[config.mk]
export PLATFORM = sky130hd
export DESIGN_NAME = trs_framer
export DESIGN_NICKNAME = d
export VERILOG_FILES = /design/src/rtl/trs_pkg.sv /design/src/rtl/trs_window.sv /design/src/rtl/trs_match.sv /design/src/rtl/trs_barrel.sv /design/src/rtl/trs_lock_ctrl.sv /design/src/rtl/trs_framer.sv
export SDC_FILE = /design/constraint.sdc
export NUM_CORES = 1
export LEC_CHECK = 0
export BUFFER_PORTS_ARGS = -buffer_cell sky130_fd_sc_hd__buf_2
export CAP_MARGIN = 20
export CORE_UTILIZATION = 60
export DETAILED_ROUTE_END_ITERATION = 6
export PLACE_DENSITY = 0.89
export SLEW_MARGIN = 0
export SYNTH_ARGS = -nofsm -noshare
export SYNTH_HDL_FRONTEND = slang
export SYNTH_SLANG_ARGS = --single-unit
[constraint.sdc]
create_clock -name clk_i -period 7.5 [get_ports clk_i]
set_input_delay 0.375 -clock clk_i [delete_from_list [all_inputs] [get_ports clk_i]]
set_output_delay 0.375 -clock clk_i [all_outputs]
set_load 0.01 [all_outputs]
[src/rtl/trs_pkg.sv]
package trs_pkg;
  localparam int unsigned CHAR_W_DEF = 10;
  // preamble spans ones-word + two zero-words; window adds one word of slack
  localparam int unsigned PRE_WORDS  = 3;
  localparam int unsigned WIN_WORDS  = PRE_WORDS + 1;
endpackage

[src/rtl/trs_window.sv]
module trs_window #(
  parameter int unsigned W = trs_pkg::CHAR_W_DEF,
  localparam int unsigned WIN_W = W * trs_pkg::WIN_WORDS
) (
  input  logic             clk_i,
  input  logic             rst_ni,
  input  logic             valid_i,
  input  logic [W-1:0]     data_i,
  output logic [WIN_W-1:0] win_o
);
  localparam int unsigned HIST = trs_pkg::WIN_WORDS - 1;

  logic [W-1:0] hist_q [HIST];

  always_ff @(posedge clk_i or negedge rst_ni) begin
    if (!rst_ni) begin
      for (int i = 0; i < HIST; i++) hist_q[i] <= '0;
    end else if (valid_i) begin
      hist_q[0] <= data_i;
      for (int i = 1; i < HIST; i++) hist_q[i] <= hist_q[i-1];
    end
  end

  // oldest word in the low bits: win_o[0] is earliest stream bit
  assign win_o[WIN_W-1 -: W] = data_i;
  for (genvar i = 0; i < HIST; i++) begin : g_win
    assign win_o[(HIST-1-i)*W +: W] = hist_q[i];
  end
endmodule

[src/rtl/trs_match.sv]
module trs_match #(
  parameter int unsigned W = trs_pkg::CHAR_W_DEF,
  localparam int unsigned WIN_W = W * trs_pkg::WIN_WORDS,
  localparam int unsigned OFF_W = $clog2(W)
) (
  input  logic [WIN_W-1:0] win_i,
  output logic [W-1:0]     hit_o,
  output logic             hit_any_o,
  output logic [OFF_W-1:0] hit_off_o
);
  for (genvar k = 0; k < W; k++) begin : g_phase
    assign hit_o[k] = (&win_i[k +: W]) && ~(|win_i[k+W +: 2*W]);
  end

  assign hit_any_o = |hit_o;

  always_comb begin
    hit_off_o = '0;
    for (int k = 0; k < W; k++) begin
      if (hit_o[k]) hit_off_o = OFF_W'(k);
    end
  end
endmodule

[src/rtl/trs_barrel.sv]
module trs_barrel #(
  parameter int unsigned W = trs_pkg::CHAR_W_DEF,
  localparam int unsigned WIN_W = W * trs_pkg::WIN_WORDS,
  localparam int unsigned OFF_W = $clog2(W)
) (
  input  logic [WIN_W-1:0] win_i,
  input  logic [OFF_W-1:0] off_i,
  output logic [W-1:0]     char_o
);
  logic [W-1:0] cand [W];

  // newest fully received word at phase k ends at bit k+3W-1
  for (genvar k = 0; k < W; k++) begin : g_cand
    assign cand[k] = win_i[k + 2*W +: W];
  end

  always_comb begin
    char_o = '0;
    for (int k = 0; k < W; k++) begin
      if (off_i == OFF_W'(k)) char_o = cand[k];
    end
  end
endmodule

[src/rtl/trs_lock_ctrl.sv]
module trs_lock_ctrl #(
  parameter int unsigned W = trs_pkg::CHAR_W_DEF,
  localparam int unsigned OFF_W = $clog2(W)
) (
  input  logic             clk_i,
  input  logic             rst_ni,
  input  logic             valid_i,
  input  logic             sync_en_i,
  input  logic             hit_any_i,
  input  logic [OFF_W-1:0] hit_off_i,
  output logic [OFF_W-1:0] off_o,
  output logic             sync_o,
  output logic             err_o
);
  logic             locked_q, locked_d;
  logic [OFF_W-1:0] off_q;

  always_comb begin
    off_o    = off_q;
    locked_d = locked_q;
    sync_o   = 1'b0;
    err_o    = 1'b0;
    if (valid_i && hit_any_i) begin
      if (!locked_q || hit_off_i == off_q || sync_en_i) begin
        off_o    = hit_off_i;
        locked_d = 1'b1;
        sync_o   = 1'b1;
      end else begin
        err_o = 1'b1;
      end
    end
  end

  always_ff @(posedge clk_i or negedge rst_ni) begin
    if (!rst_ni) begin
      locked_q <= 1'b0;
      off_q    <= '0;
    end else begin
      locked_q <= locked_d;
      off_q    <= off_o;
    end
  end

  // foreign preamble with re-framing off keeps the phase
  a_r7_err_keeps_offset: assert property (@(posedge clk_i) disable iff (!rst_ni)
    err_o |=> $stable(off_q));

  // any sync leaves the framer locked
  a_r3_sync_locks: assert property (@(posedge clk_i) disable iff (!rst_ni)
    sync_o |=> locked_q);

  // enabled re-frame lands on the detected phase
  a_r6_relock_phase: assert property (@(posedge clk_i) disable iff (!rst_ni)
    (valid_i && hit_any_i && sync_en_i) |=> (off_q == $past(hit_off_i)));
endmodule

[src/rtl/trs_framer.sv]
module trs_framer #(
  parameter int unsigned CHAR_W = trs_pkg::CHAR_W_DEF,
  localparam int unsigned WIN_W = CHAR_W * trs_pkg::WIN_WORDS,
  localparam int unsigned OFF_W = $clog2(CHAR_W)
) (
  input  logic              clk_i,
  input  logic              rst_ni,
  input  logic              valid_i,
  input  logic [CHAR_W-1:0] data_i,
  input  logic              sync_en_i,
  output logic              valid_o,
  output logic [CHAR_W-1:0] data_o,
  output logic              sync_o,
  output logic              err_o
);
  logic [WIN_W-1:0]  win;
  logic [CHAR_W-1:0] hit;
  logic              hit_any;
  logic [OFF_W-1:0]  hit_off, off;
  logic              sync_d, err_d;
  logic [CHAR_W-1:0] aligned;

  trs_window #(.W(CHAR_W)) u_window (
    .clk_i(clk_i), .rst_ni(rst_ni), .valid_i(valid_i), .data_i(data_i), .win_o(win)
  );

  trs_match #(.W(CHAR_W)) u_match (
    .win_i(win), .hit_o(hit), .hit_any_o(hit_any), .hit_off_o(hit_off)
  );

  trs_lock_ctrl #(.W(CHAR_W)) u_ctrl (
    .clk_i(clk_i), .rst_ni(rst_ni), .valid_i(valid_i), .sync_en_i(sync_en_i),
    .hit_any_i(hit_any), .hit_off_i(hit_off),
    .off_o(off), .sync_o(sync_d), .err_o(err_d)
  );

  trs_barrel #(.W(CHAR_W)) u_barrel (
    .win_i(win), .off_i(off), .char_o(aligned)
  );

  always_ff @(posedge clk_i or negedge rst_ni) begin
    if (!rst_ni) begin
      valid_o <= 1'b0;
      data_o  <= '0;
      sync_o  <= 1'b0;
      err_o   <= 1'b0;
    end else begin
      valid_o <= valid_i;
      sync_o  <= sync_d;
      err_o   <= err_d;
      if (valid_i) data_o <= aligned;
    end
  end

  // a window matches at one phase at most
  a_r2_single_hit: assert property (@(posedge clk_i) disable iff (!rst_ni)
    valid_i |-> $onehot0(hit));

  // pulses are exclusive
  a_r9_sync_err_excl: assert property (@(posedge clk_i) disable iff (!rst_ni)
    !(sync_o && err_o));

  // no pulse without a valid word
  a_r8_quiet_when_idle: assert property (@(posedge clk_i) disable iff (!rst_ni)
    !valid_o |-> (!sync_o && !err_o));
endmodule

==> out/qor.yml <==
sta:
  hold_ws_ps: 299
  final.period_utilization: 0.602
  slew_violations: 0
  layout_setup_ws_ps: 2980
  hold_viol: 0
  tightestPinTransition_ps: 817
  finalCriticalPeriod_ps: 4520
  fmax_mhz: 221
  setup_violations: 0
  fin_worst_skew_ps: 10.5
  fin_setup_tns_ps: 0
  rsz0062_at_grt: "false"
  max-slew-margin-rel: 0.439
layout:
  area_delta_synth_final_pct: 7.24
  fin_util: 0.670
  multiInputGateArea_mm2: 0.00205
  nFillCells: 433
  design_area_mm2: 0.00369
  final_net_count: 405
  seq_area_mm2: 0.00120
  diodes: 0
  final_common_cell: "dfrtp_1"
  drive_gt1_frac: 0.235
  final-instance-count-excl-fill: 464
  layout_common_cells: "dfrtp_1, nor2_1, nand2_1, mux2_2, buf_2"
synthesis:
  synth_area_per_cell_um2: 9.12
  yosys_warnings: 0
  synth_cell_type_count: 75
  synthArstFlopShare: 1.00
  synthTopCellsByArea: "dfrtp_1, mux2_2, o22ai_1"
  ys_seq_elements: 48
  synth_ff_type: "dfrtp_1"
  syn-num-nets: 391
  synth_cells: 377
  seq_area_frac_synth: 0.349
  syn-cell-area_mm2: 0.00344
  yosysTopAreaCellShare: 0.349
  synth_edf_count: 0
  synth_area_leader_cell: "dfrtp_1"
grt:
  grt.total_usage: 0.353
  overflow: 0
  grt_max_degree: 58
  antenna_found_initial: 0
  grt_pass1_wl_um: 16400
  grt_pass1_vias: 3122
routing:
  drc: 1
  via_per_inst: 7.26
  drt-wirelength-per-cell_um: 21.7
  dr.first_iter.drc_count: 533
  vias: 3367
  ant_nets: 0
  finalWirelength_um: 10100
  first_pass_iters: 7
floorplan:
  initial_core_util: 0.625
  die_h_um: 77.7
  dieArea_mm2: 0.00604
  num_rows: 27
  coreArea_mm2: 0.00551
  ios: 27
  die_w_um: 77.7
clock_tree:
  cts_max_level: 2
  clock_path_buffers: 2
  cts_root_buffer: "clkbuf_8"
  cts_tree: "done"
  cts_buffers: 5
  cts.clk_slew.worst_paths_ps: 100
  cts_sinks: 48
  insertion_delay_ps: 310
job:
  maxCapViolations: 0
worst_setup_path:
  endpoint: "data_o[5]$_DFFE_PN0P_"
  path_class: "reg2reg"
  cp_max_fo: 11
  timing.rr.end: "data_o[5]$_DFFE_PN0P_"
  worst_ep_required_time_ps: 7690
  startpoint_type: "flop"
  cp.arrival_ps: 4710
  crit_start: "u_window.win_o[26]$_DFFE_PN0P_"
  r2r_start: "u_window.win_o[26]$_DFFE_PN0P_"
  reg2reg_slack_ps: 2980
  rr_worst_depth: 11
  crit_path_end_kind: "flop"
placed_design:
  place_area_mm2: 0.00356
  gp_congestion: 1.02
  io_buffers: 26
  dpl.hpwl_um: 7250
  post-place-ws_ps: 3100
  dp_cells: 453
outcome:
  outcome: "complete, but fails checks"
  violations: "design-rule violations"
power_and_ir_drop:
  p_total_uw: 597
  leakage_nw: 1.50
  pwr_density_cell_mw_per_mm2: 162
  max-vdd-ir-drop_v: 0.000136
min_path:
  holdCritPathClass: "in2reg"
-- layout make-up --
class / count / share of cell area
clock buffers: 6 / 0.0197
inverters: 21 / 0.0214
repair buffers: 30 / 0.0475
well taps: 72 / 0.0244
clock inverters: 2 / 0.00441
flip-flops and latches: 48 / 0.326
multi-input cells: 285 / 0.557
-- cells by family (layout without fill, tap and decap cells) --
kind of cell / Yosys count / in the layout / synth area share
compound gates: 132 / 132 / 0.291
simple gates: 121 / 121 / 0.203
flops: 48 / 48 / 0.349
buf+inv: 44 / 59 / 0.0535
mux: 30 / 30 / 0.0975
xor+xnor: 2 / 2 / 0.00509
-- worst min-delay path by stage --
stage | start | end | cells after the start | slack, ps
finish | data_i[9] | u_window.win_o[29]$_DFFE_PN0P_ | 2 | 300
global route | data_i[9] | u_window.win_o[29]$_DFFE_PN0P_ | 2 | 300
CTS | rst_ni | u_ctrl.off_q[1]$_DFF_PN0_ | 1 | 300
detailed placement | u_ctrl.locked_q$_DFFE_PN0P_ | u_ctrl.locked_q$_DFFE_PN0P_ | 1 | 470
global placement | u_ctrl.locked_q$_DFFE_PN0P_ | u_ctrl.locked_q$_DFFE_PN0P_ | 1 | 460
floorplan | rst_ni | data_o[0]$_DFFE_PN0P_ | 0 | 80
-- power breakdown --
group / total (mW) / internal [mW] / switching [mW]
registers: 0.327 / 0.287 / 0.0401
logic: 0.111 / 0.0519 / 0.0589
clock network: 0.159 / 0.0665 / 0.0928
total: 0.597 / 0.406 / 0.192
-- synth_stat cells, types with 3 or more instances --
cell type   n
a222oi_1    4
nor3_1      6
a22o_1      6
a41oi_1     3
mux2_2     28
o2111ai_1   3
nor4bb_1    4
and2_1      5
o211ai_1    3
nand2_1    28
a22oi_1     3
a211o_1     4
o22ai_1    21
a221oi_1    3
a21o_1      4
o31ai_1     3
o21ai_0    16
a211oi_1    4
and3_1      3
buf_2       3
a21oi_1    23
nor4_1      5
nand4_1     7
nand3_1     6
or3_1       5
nor3b_1     3
nor2_1     29
clkbuf_1   16
a311oi_1    3
dfrtp_1    48
inv_1      19
nor4_2      3
-- sequential cells by signal, indices dropped and copies added, names as in the netlist --
name             count
u_ctrl.locked_q      1
u_window.win_o      30
sync_o               1
err_o                1
data_o              10
valid_o              1
u_ctrl.off_q         4
-- per-layer routing --
layer	up-vias	routed length, µm	global-route usage
li1	1489	-	-
met3	41	1100	0.0635
met5	-	0	0
met2	237	4470	0.527
met4	0	382	0.160
met1	1600	4140	0.495
-- timing repair --
action                                 4_1_cts  5_1_grt
gates resized for setup                      0        0
buffers inserted                             0        0
hold buffers                                 0        1
endpoints found under the hold margin        0       12
-- critical path: stages (launching register included) --
cell	delay (ps)
dfrtp_1	540
or4_4	630
nor4_1	600
nor3b_1	290
o31a_1	190
o211ai_2	130
o21ai_4	350
mux2i_1	740
a21oi_2	210
a222oi_1	440
a221o_1	210
a21oi_1	60
No activity file was read; power rests on OpenSTA's default activity.
